## config.mk

```make
export PLATFORM = sky130hd
export DESIGN_NAME = mrclk_gen
export DESIGN_NICKNAME = d
export VERILOG_FILES = /design/src/rtl/mrcg_pkg.sv /design/src/rtl/mrcg_inc_reg.sv /design/src/rtl/mrcg_phase_acc.sv /design/src/rtl/mrcg_sq_out.sv /design/src/rtl/mrclk_gen.sv
export SDC_FILE = /design/constraint.sdc
export NUM_CORES = 1
export LEC_CHECK = 0
export BUFFER_PORTS_ARGS = -buffer_cell sky130_fd_sc_hd__buf_2
export CAP_MARGIN = 25
export CORE_MARGIN = 8
export CORE_UTILIZATION = 45
export DETAILED_ROUTE_END_ITERATION = 8
export GPL_ROUTABILITY_DRIVEN = 0
export HOLD_SLACK_MARGIN = 0.05
export PLACE_DENSITY = 0.8
export RECOVER_POWER = 50
export SLEW_MARGIN = 5
export SYNTH_ARGS = -nofsm -noshare
export SYNTH_HDL_FRONTEND = slang
export SYNTH_SLANG_ARGS = --single-unit
```

## constraint.sdc

```tcl
create_clock -name clk_i -period 4.9 [get_ports clk_i]
set_input_delay 0.245 -clock clk_i [delete_from_list [all_inputs] [get_ports clk_i]]
set_output_delay 0.245 -clock clk_i [all_outputs]
set_load 0.02 [all_outputs]
```

## src/rtl/mrcg_pkg.sv

```systemverilog
package mrcg_pkg;

   // Reduction variant selected for the upper phase field
   typedef enum logic {
      RED_NATIVE   = 1'b0,  // modulus is a power of two, carry-out wraps
      RED_SUBTRACT = 1'b1   // arbitrary modulus, compare and subtract once
   } red_kind_e;

   function automatic bit is_pow2(input int unsigned v);
      return (v != 0) && ((v & (v - 1)) == 0);
   endfunction

   function automatic red_kind_e pick_red(input int unsigned m);
      return is_pow2(m) ? RED_NATIVE : RED_SUBTRACT;
   endfunction

endpackage

```

## src/rtl/mrcg_inc_reg.sv

```systemverilog
module mrcg_inc_reg #(
   parameter int unsigned MOD_P  = 10,
   parameter int unsigned HI_W   = 4,
   parameter int unsigned FRAC_W = 4
) (
   input  logic              clk_i,
   input  logic              rst_i,
   input  logic              load_i,
   input  logic [HI_W-1:0]   hi_i,
   input  logic [FRAC_W-1:0] lo_i,
   output logic [HI_W-1:0]   hi_q_o,
   output logic [FRAC_W-1:0] lo_q_o
);
   localparam logic [HI_W:0]   MOD_W  = (HI_W+1)'(MOD_P);
   localparam logic [HI_W-1:0] HI_MAX = HI_W'(MOD_P - 1);

   logic            over;
   logic [HI_W-1:0] hi_lim;

   always_comb begin
      over   = ({1'b0, hi_i} >= MOD_W);
      hi_lim = over ? HI_MAX : hi_i;
   end

   always_ff @(posedge clk_i) begin
      if (rst_i) begin
         hi_q_o <= '0;
         lo_q_o <= '0;
      end else if (load_i) begin
         hi_q_o <= hi_lim;
         lo_q_o <= lo_i;
      end
   end
endmodule

```

## src/rtl/mrcg_phase_acc.sv

```systemverilog
module mrcg_phase_acc
   import mrcg_pkg::*;
#(
   parameter int unsigned MOD_P  = 10,
   parameter int unsigned HI_W   = 4,
   parameter int unsigned FRAC_W = 4
) (
   input  logic              clk_i,
   input  logic              rst_i,
   input  logic              en_i,
   input  logic [HI_W-1:0]   inc_hi_i,
   input  logic [FRAC_W-1:0] inc_lo_i,
   output logic [HI_W-1:0]   ph_hi_o,
   output logic [FRAC_W-1:0] ph_lo_o,
   output logic              tick_o,
   output logic              wrap_o
);
   localparam red_kind_e     RED   = pick_red(MOD_P);
   localparam logic [HI_W:0] MOD_W = (HI_W+1)'(MOD_P);

   logic [FRAC_W:0]   lo_sum;
   logic              lo_cy;
   logic [HI_W:0]     hi_sum;
   logic [HI_W-1:0]   hi_next;
   logic              wrap_c;

   always_comb begin
      lo_sum = {1'b0, ph_lo_o} + {1'b0, inc_lo_i};
      lo_cy  = lo_sum[FRAC_W];
      hi_sum = {1'b0, ph_hi_o} + {1'b0, inc_hi_i} + {{HI_W{1'b0}}, lo_cy};
   end

   generate
      if (RED == RED_NATIVE) begin : g_native
         always_comb begin
            wrap_c  = hi_sum[HI_W];
            hi_next = hi_sum[HI_W-1:0];
         end
      end else begin : g_subtract
         logic [HI_W:0] hi_red;
         always_comb begin
            wrap_c  = (hi_sum >= MOD_W);
            hi_red  = hi_sum - MOD_W;
            hi_next = wrap_c ? hi_red[HI_W-1:0] : hi_sum[HI_W-1:0];
         end
      end
   endgenerate

   assign wrap_o = wrap_c & en_i;

   always_ff @(posedge clk_i) begin
      if (rst_i) begin
         ph_hi_o <= '0;
         ph_lo_o <= '0;
         tick_o  <= 1'b0;
      end else if (en_i) begin
         ph_hi_o <= hi_next;
         ph_lo_o <= lo_sum[FRAC_W-1:0];
         tick_o  <= wrap_c;
      end else begin
         tick_o  <= 1'b0;
      end
   end
endmodule

```

## src/rtl/mrcg_sq_out.sv

```systemverilog
module mrcg_sq_out (
   input  logic clk_i,
   input  logic rst_i,
   input  logic wrap_i,
   output logic sq_o
);
   always_ff @(posedge clk_i) begin
      if (rst_i)       sq_o <= 1'b0;
      else if (wrap_i) sq_o <= ~sq_o;
   end
endmodule

```

## src/rtl/mrclk_gen.sv

```systemverilog
module mrclk_gen #(
   parameter int unsigned MOD_P  = 10,
   parameter int unsigned FRAC_W = 4,
   localparam int unsigned HI_W  = (MOD_P < 2) ? 1 : $clog2(MOD_P)
) (
   input  logic              clk_i,
   input  logic              rst_i,
   input  logic              en_i,
   input  logic              load_i,
   input  logic [HI_W-1:0]   inc_hi_i,
   input  logic [FRAC_W-1:0] inc_lo_i,
   output logic              tick_o,
   output logic              sq_o,
   output logic [HI_W-1:0]   phase_hi_o,
   output logic [FRAC_W-1:0] phase_lo_o
);
   generate
      if (MOD_P < 2) begin : g_bad_mod
         $error("mrclk_gen: MOD_P must be at least 2");
      end
      if (FRAC_W < 1) begin : g_bad_frac
         $error("mrclk_gen: FRAC_W must be at least 1");
      end
   endgenerate

   logic [HI_W-1:0]   inc_hi_q;
   logic [FRAC_W-1:0] inc_lo_q;
   logic              wrap;

   mrcg_inc_reg #(.MOD_P(MOD_P), .HI_W(HI_W), .FRAC_W(FRAC_W)) inc_i (
      .clk_i  (clk_i),
      .rst_i  (rst_i),
      .load_i (load_i),
      .hi_i   (inc_hi_i),
      .lo_i   (inc_lo_i),
      .hi_q_o (inc_hi_q),
      .lo_q_o (inc_lo_q)
   );

   mrcg_phase_acc #(.MOD_P(MOD_P), .HI_W(HI_W), .FRAC_W(FRAC_W)) acc_i (
      .clk_i    (clk_i),
      .rst_i    (rst_i),
      .en_i     (en_i),
      .inc_hi_i (inc_hi_q),
      .inc_lo_i (inc_lo_q),
      .ph_hi_o  (phase_hi_o),
      .ph_lo_o  (phase_lo_o),
      .tick_o   (tick_o),
      .wrap_o   (wrap)
   );

   mrcg_sq_out sq_i (
      .clk_i  (clk_i),
      .rst_i  (rst_i),
      .wrap_i (wrap),
      .sq_o   (sq_o)
   );
endmodule

```

**Word level (Yosys, flattened, before mapping)**

Cells that the tools add are included.

- $add $sub $neg: 4
- Magnitude comparators: 2
- Multiplexer cells: 2
- Bitwise logic cells: 3
- Reduce and logical (&&, ||, !) cells: 1

Operators by type and width:

| kind | number |
|---|---|
| adder 4 x 4 -> 5 bit | 2 |
| two-way mux 4 bit | 2 |
| adder 5 x 1 -> 5 bit | 1 |
| greater-or-equal comparator 5 x 4 -> 1 bit, second input constant | 1 |
| greater-or-equal comparator 4 bit, second input constant | 1 |
| subtractor 4 bit, second input constant | 1 |
| inverter 1 bit | 2 |
| OR reduction 2 bit | 1 |
| AND 1 bit | 1 |

- Register bits after elaboration: 18
- Bits of input ports: 12
- Output and inout port bits: 10

**Logic depth before layout (Yosys ltp)**

Gate-level depths: netlist of the first run.

- Depth in word-level cells: 4
- Gate-level depth with buffers: 15
- Gate-level depth less buffers: 15

**By module**

A second synthesis of the first run with hierarchy kept.

- Cells, all modules: 109
- Area, all modules: 1058.5 um2

Modules (own cells, without submodules):

| module | times used | cells an instance | area an instance (um2) |
|---|---|---|---|
| mrcg_phase_acc | 1 | 76 | 711.9 |
| mrcg_inc_reg | 1 | 30 | 314.1 |
| mrcg_sq_out | 1 | 3 | 32.5 |

**Worst setup path before layout of the first run**

Ideal clock, no wire load.

- Kind: reg-to-reg
- Start point: register acc_i.ph_lo_o[0]
- End point: register sq_i.sq_o
- Data arrival time: 3.472 ns
- Required time: 4.777 ns
- Path slack: 1.304 ns
- Stages on the path, launching flop included: 13
- Path buffers: 0
- Path through: dfxtp_1 -> ha_1 -> fa_1 -> a21o_1 -> a21o_1 -> fa_1 -> inv_1 -> fa_1 -> ha_1 -> o31a_1 -> or3_4 -> a21boi_2 -> mux2_1

- Word-level cells in the longest chain between the ends: 4

RTL lines:

| item | RTL line | text |
|---|---|---|
| from (decl) | mrcg_phase_acc.sv:14 | `output logic [FRAC_W-1:0] ph_lo_o,` |
| from (signal assigned) | mrcg_phase_acc.sv:58 | `ph_lo_o <= lo_sum[FRAC_W-1:0];` |
| adder 4 x 4 -> 5 bit | mrcg_phase_acc.sv:28 | `lo_sum = {1'b0, ph_lo_o} + {1'b0, inc_lo_i};` |
| adder 5 x 1 -> 5 bit | mrcg_phase_acc.sv:30 | `hi_sum = {1'b0, ph_hi_o} + {1'b0, inc_hi_i} + {{HI_W{1'b0}}, lo_cy};` |
| greater-or-equal comparator 5 x 4 -> 1 bit | mrcg_phase_acc.sv:42 | `wrap_c = (hi_sum >= MOD_W);` |
| AND 1 bit | mrcg_phase_acc.sv:49 | `assign wrap_o = wrap_c & en_i;` |
| to (signal assigned) | mrcg_sq_out.sv:9 | `else if (wrap_i) sq_o <= ~sq_o;` |
| to (decl) | mrcg_sq_out.sv:5 | `output logic sq_o` |

Every way passes these cells.
A chain may end at the register's enable or synchronous reset.

**Worst setup path after layout of the first run**

Ends and elaborated chain as after synthesis.

==> flow_summary.yaml, run 1 <==
setup_path:
  worstPathMaxFanout: 5
  rr_endpoint: "sq_i.sq_o"
  r2r_setup_slack_ps: 1210
  reg2reg_from: "acc_i.ph_lo_o[0]"
  reg2regPathDepth: 12
  crit_required_ps: 5090
  start_kind: "flop"
  endpoint_kind: "flop"
  critPathKind: "flop to flop"
  timing.critical_path.arrival_ps: 3880
die:
  die-area_mm2: 0.00406
  row_count: 17
  ioPinCount: 22
  die_y_um: 63.7
  die_w_um: 63.7
  coreArea_mm2: 0.00219
  initial_core_util: 0.467
min_path:
  whs_endpoint: "inc_i.lo_q_o[1]"
  hp-start: "inc_lo_i[1]"
  hold_path_class: "input pin to flop"
  hold_path_depth: 3
global_route:
  antenna_found_initial: 0
  overflow: 0
  grt_pass1_vias: 851
  grt_max_degree: 22
  grt_use_total: 0.109
  grt_pass1_wl_um: 3710
layout:
  fillCellCount: 213
  diodes: 0
  instances_no_fill: 155
  drive_gt1_frac: 0.189
  syn_to_final_growth_pct: 15.2
  nets: 151
sta:
  period_minus_slack_ps: 3690
  setup-violations-final: 0
  finalMaxSlewViolations: 0
  whs_ps: 182
  worst_pin_slew_ps: 462
  period_share: 0.753
  max_freq_ghz: 0.271
  slew_headroom: 0.692
  final-hold-violation-count: 0
  rsz0062_at_grt: "false"
  clock_skew_ps: 2.33
  finalSetupTns_ps: 0
power:
  ir_drop_mv: 0.182
  power.density_mw_per_mm2: 293
  leakagePower_nw: 0.565
  power_uw: 346
routing:
  routedWlPerCell_um: 13.7
  wl_um: 2120
  drc: 0
  vias_per_cell: 5.28
  drt_iter0_drc: 25
  ant_nets: 0
  firstDrtPassIters: 3
  vias: 819
synth:
  synth_area_per_cell_um2: 9.66
  netlist_instances: 106
  yosysWarnings: 0
  synthesis.nets: 129
  ys_seq_area_frac: 0.352
  syn_area_mm2: 0.00102
  synth_seq_cells: 18
  synth.distinct_cells: 31
run_status:
  status: "finished clean"
placed_design:
  port_buffers: 21
  dp.cells: 151
  hpwl_um: 1720
clock_tree:
  cts_max_level: 1
  clk_pin_slew_ps: 100
  clock-sinks: 18
  hold_buffers: 0
  post_cts_buffers: 0
  cts-resized-gates: 0
  clk_latency_ps: 290
  tritoncts: "yes"
  cts_root_buf: "clkbuf_4"
  clk_path_buf_depth: 2
  cts_inserted_buffers: 3
job:
  maxCapViolations: 0
-- metal layers --
layer	routed length, um	track usage
met1	939	0.112
met4	16	0.0223
met5	0	0
met2	1050	0.195
met3	118	0.0530
-- synthesized netlist by cell type (all sizes together) --
library cell  count  share of area
a211o             1         0.0086
a211oi            1         0.0073
a21boi            1          0.011
a21o              5          0.037
a21oi             5          0.024
a2bb2oi           1         0.0086
a311oi            3          0.038
buf               1         0.0037
clkbuf            3          0.011
dfxtp            18           0.35
fa                3          0.059
ha                8          0.098
inv               6          0.022
mux2              1          0.011
mux2i             9          0.088
nand2             3          0.011
nand2b            1         0.0061
nand3             2         0.0098
nor2             15          0.055
nor2b             5          0.031
nor3b             2          0.015
o211ai            1         0.0073
o21a              1         0.0073
o21ai             2         0.0098
o311ai            2          0.017
o31a              1         0.0086
o31ai             1         0.0073
or3               1          0.011
xnor2             3          0.026
-- worst max-delay path: stages, from the launching register on --
cell	delay, ps
dfxtp_1	340
ha_1	230
fa_1	410
a21o_1	190
a21o_1	190
fa_1	380
inv_1	80
fa_1	480
ha_1	290
o31a_1	120
or3_4	400
a21boi_2	150
mux2_1	320
-- cell families after synthesis --
logic type / synth area share
multiplexers: 0.0990
AND/OR/NAND/NOR: 0.138
flip-flops: 0.352
adder cells (fa/ha/maj): 0.156
XOR/XNOR: 0.0257
buffers and inverters: 0.0367
AO/OA/AOI/OAI: 0.192
-- cells in the final DEF (no fill, tap or decap), types with 3 or more instances in the layout --
master	synthesis	final
mux2i_1	9	9
clkbuf_1	3	5
xnor2_1	3	3
a21oi_1	5	5
inv_1	6	6
clkbuf_4	0	3
ha_1	8	8
nor2b_1	5	5
buf_2	0	16
fa_1	3	3
nand2_1	3	3
a21o_1	5	5
dfxtp_1	18	18
nor2_1	15	15
-- sequential cells by signal, summed over array words and instances (netlist names) --
name	count
acc_i.ph_hi_o	4
acc_i.ph_lo_o	4
inc_i.hi_q_o	4
inc_i.lo_q_o	4
acc_i.tick_o	1
sq_i.sq_o	1
-- metrics by stage --
step | worst slack, ps | instance area, um^2 | util
finish | 1210 | 1180 | 0.538
global placement | 1330 | 1150 | 0.524
CTS | 1230 | 1180 | 0.541
global route | 1030 | 1180 | 0.538
detailed placement | 1240 | 1150 | 0.524
floorplan | 1300 | 1020 | -
-- layout make-up --
cell class	instances	area, um^2	share of cell area
repair buffers	21	98.8	0.0839
well taps	28	35.0	0.0297
multi-input cells	78	626	0.531
inverters	6	22.5	0.0191
flip-flops and latches	18	360	0.306
clock buffers	4	36.3	0.0308
-- worst max path at each step --
stage                          start         to  slack, ps  cells past startpoint
detailed placement  acc_i.ph_lo_o[0]  sq_i.sq_o       1240                     12
CTS                 acc_i.ph_lo_o[0]  sq_i.sq_o       1230                     12
global route        acc_i.ph_lo_o[0]  sq_i.sq_o       1030                     14
floorplan           acc_i.ph_lo_o[0]  sq_i.sq_o       1300                     12
global placement    acc_i.ph_lo_o[0]  sq_i.sq_o       1330                     12
finish              acc_i.ph_lo_o[0]  sq_i.sq_o       1210                     12
-- power breakdown --
| group | internal [mW] | switching (mW) |
|---|---|---|
| clock network | 0.0453 | 0.0460 |
| registers | 0.157 | 0.00845 |
| logic | 0.0381 | 0.0513 |
Power figures use the tool's default switching activity.
==> run 2: changes to the inputs <==
- PLACE_DENSITY: 0.8 -> 0.83
- clock period: 4.9 -> 3 ns (I/O delays scaled with it)
==> flow_summary.yaml, run 2 (synthesis gave the netlist of run 1 again) <==
run_status:
  status: "finished, violations left"
  violations: "negative setup slack"
global_route:
  grt_pass1_wl_um: 3950
  grt_max_degree: 22
  antenna_found_initial: 0
  grt_pass1_vias: 922
  grt_use_total: 0.119
  overflow: 0
min_path:
  hold_path_depth: 3
  hold_path_class: "input pin to flop"
clock_tree:
  clk_pin_slew_ps: 100
  cts_max_level: 1
  post_cts_buffers: 0
  tritoncts: "yes"
  clock-sinks: 18
  clk_latency_ps: 290
  cts_root_buf: "clkbuf_4"
  clk_path_buf_depth: 2
  cts_inserted_buffers: 3
sta:
  worst_pin_slew_ps: 397
  clock_skew_ps: 6.34
  final-hold-violation-count: 0
  rsz0062_at_grt: "true"
  period_share: 1.12
  max_freq_ghz: 0.296
  whs_ps: 88.1
  slew_headroom: 0.735
  period_minus_slack_ps: 3370
  layout_setup_ws_ps: -374
  finalMaxSlewViolations: 0
  setup-violations-final: 5
routing:
  routedWlPerCell_um: 13.9
  ant_nets: 0
  drt_iter0_drc: 13
  wl_um: 2310
  vias_per_cell: 5.14
  vias: 853
  drc: 0
  firstDrtPassIters: 3
layout:
  drive_gt1_frac: 0.355
  nets: 162
  final_cell_mix: "buf_2, dfxtp_1, nor2_1, buf_4, mux2i_1"
  final_common_cell: "buf_2"
  syn_to_final_growth_pct: 28.0
  diodes: 0
  seq_area_um2: 364
  fillCellCount: 205
  multi_input_area_um2: 677
  fin_area_mm2: 0.00131
setup_path:
  start_kind: "flop"
  slowest_delay_ps: 450
  cp_num_buf_inv: 1
  cpMostUsedCell: "fa_2"
  r2r_setup_slack_ps: -370
  cp_slowest_cell: "fa_2"
  cp.depth: 12
  worstPathMaxFanout: 5
  cp_cell_sequence: "ha_4 > fa_2 > a21o_1 > a21o_1 > fa_2 > inv_2 > fa_2 > ha_2 > o31a_1 > or3_4 > a21boi_2 > mux2_4"
  timing.critical_path.arrival_ps: 3560
  endpoint_kind: "flop"
  reg2regPathDepth: 12
  crit_required_ps: 3190
  critPathKind: "flop to flop"
  crit_family: "adder cells"
job:
  maxCapViolations: 0
power:
  ir_drop_mv: 0.283
  leakagePower_nw: 0.631
  power_uw: 587
  power.density_mw_per_mm2: 448
die:
  ioPinCount: 22
  die_w_um: 63.7
  coreArea_mm2: 0.00219
  initial_core_util: 0.467
  die-area_mm2: 0.00406
  die_y_um: 63.7
  row_count: 17
placed_design:
  hpwl_um: 1780
  pre_cts_slack_ps: -407
  placed_area_mm2: 0.00125
  port_buffers: 21
run 2: final cells by class:
cell class	count	share of cell area
inverter	6	0.0172
tap	28	0.0267
multi-input combinational	78	0.517
clock buffer	4	0.0201
sequential	18	0.278
timing repair buffer	32	0.141
run 2: stage by stage:
| step | utilization | TNS, ps | cells |
|---|---|---|---|
| finish | 0.598 | -1100 | 166 |
| global route | 0.598 | -1770 | 166 |
| CTS | 0.588 | -1120 | 166 |
| detailed placement | 0.573 | -1240 | 162 |
| global placement | 0.573 | -905 | 162 |
| floorplan | - | -1060 | 106 |
run 2: report_power, final:
part / internal, mW / switching [mW]
logic: 0.0899 / 0.0982
registers: 0.256 / 0.0135
clock network: 0.0517 / 0.0781
total: 0.397 / 0.190
run 2: worst paths after layout:
kind	startpoint	to
max	acc_i.ph_lo_o[0]	sq_i.sq_o
min	inc_lo_i[2]	inc_i.lo_q_o[2]
max reg2reg	acc_i.ph_lo_o[0]	sq_i.sq_o
min reg2reg	acc_i.ph_hi_o[3]	acc_i.ph_hi_o[3]
run 2: worst min-delay path: cells and delay by family:
| family | cells | cell delay [ps] |
|---|---|---|
| muxes | 1 | 50 |
| buffers and inverters | 1 | 70 |
| and+or+nand+nor | 1 | 70 |
run 2: layer usage:
layer | wire (um) | part of all wire | track usage
met5 | 0 | 0 | 0
met4 | 46 | 0.020 | 0.0641
met3 | 78 | 0.034 | 0.0265
met2 | 1180 | 0.51 | 0.205
met1 | 1010 | 0.44 | 0.132
run 2: what timing repair did:
item,CTS,global route
gates resized for setup,2,6
gates cloned,0,0
endpoints found under the setup margin,5,5
pin swaps,5,2
hold buffers,0,0
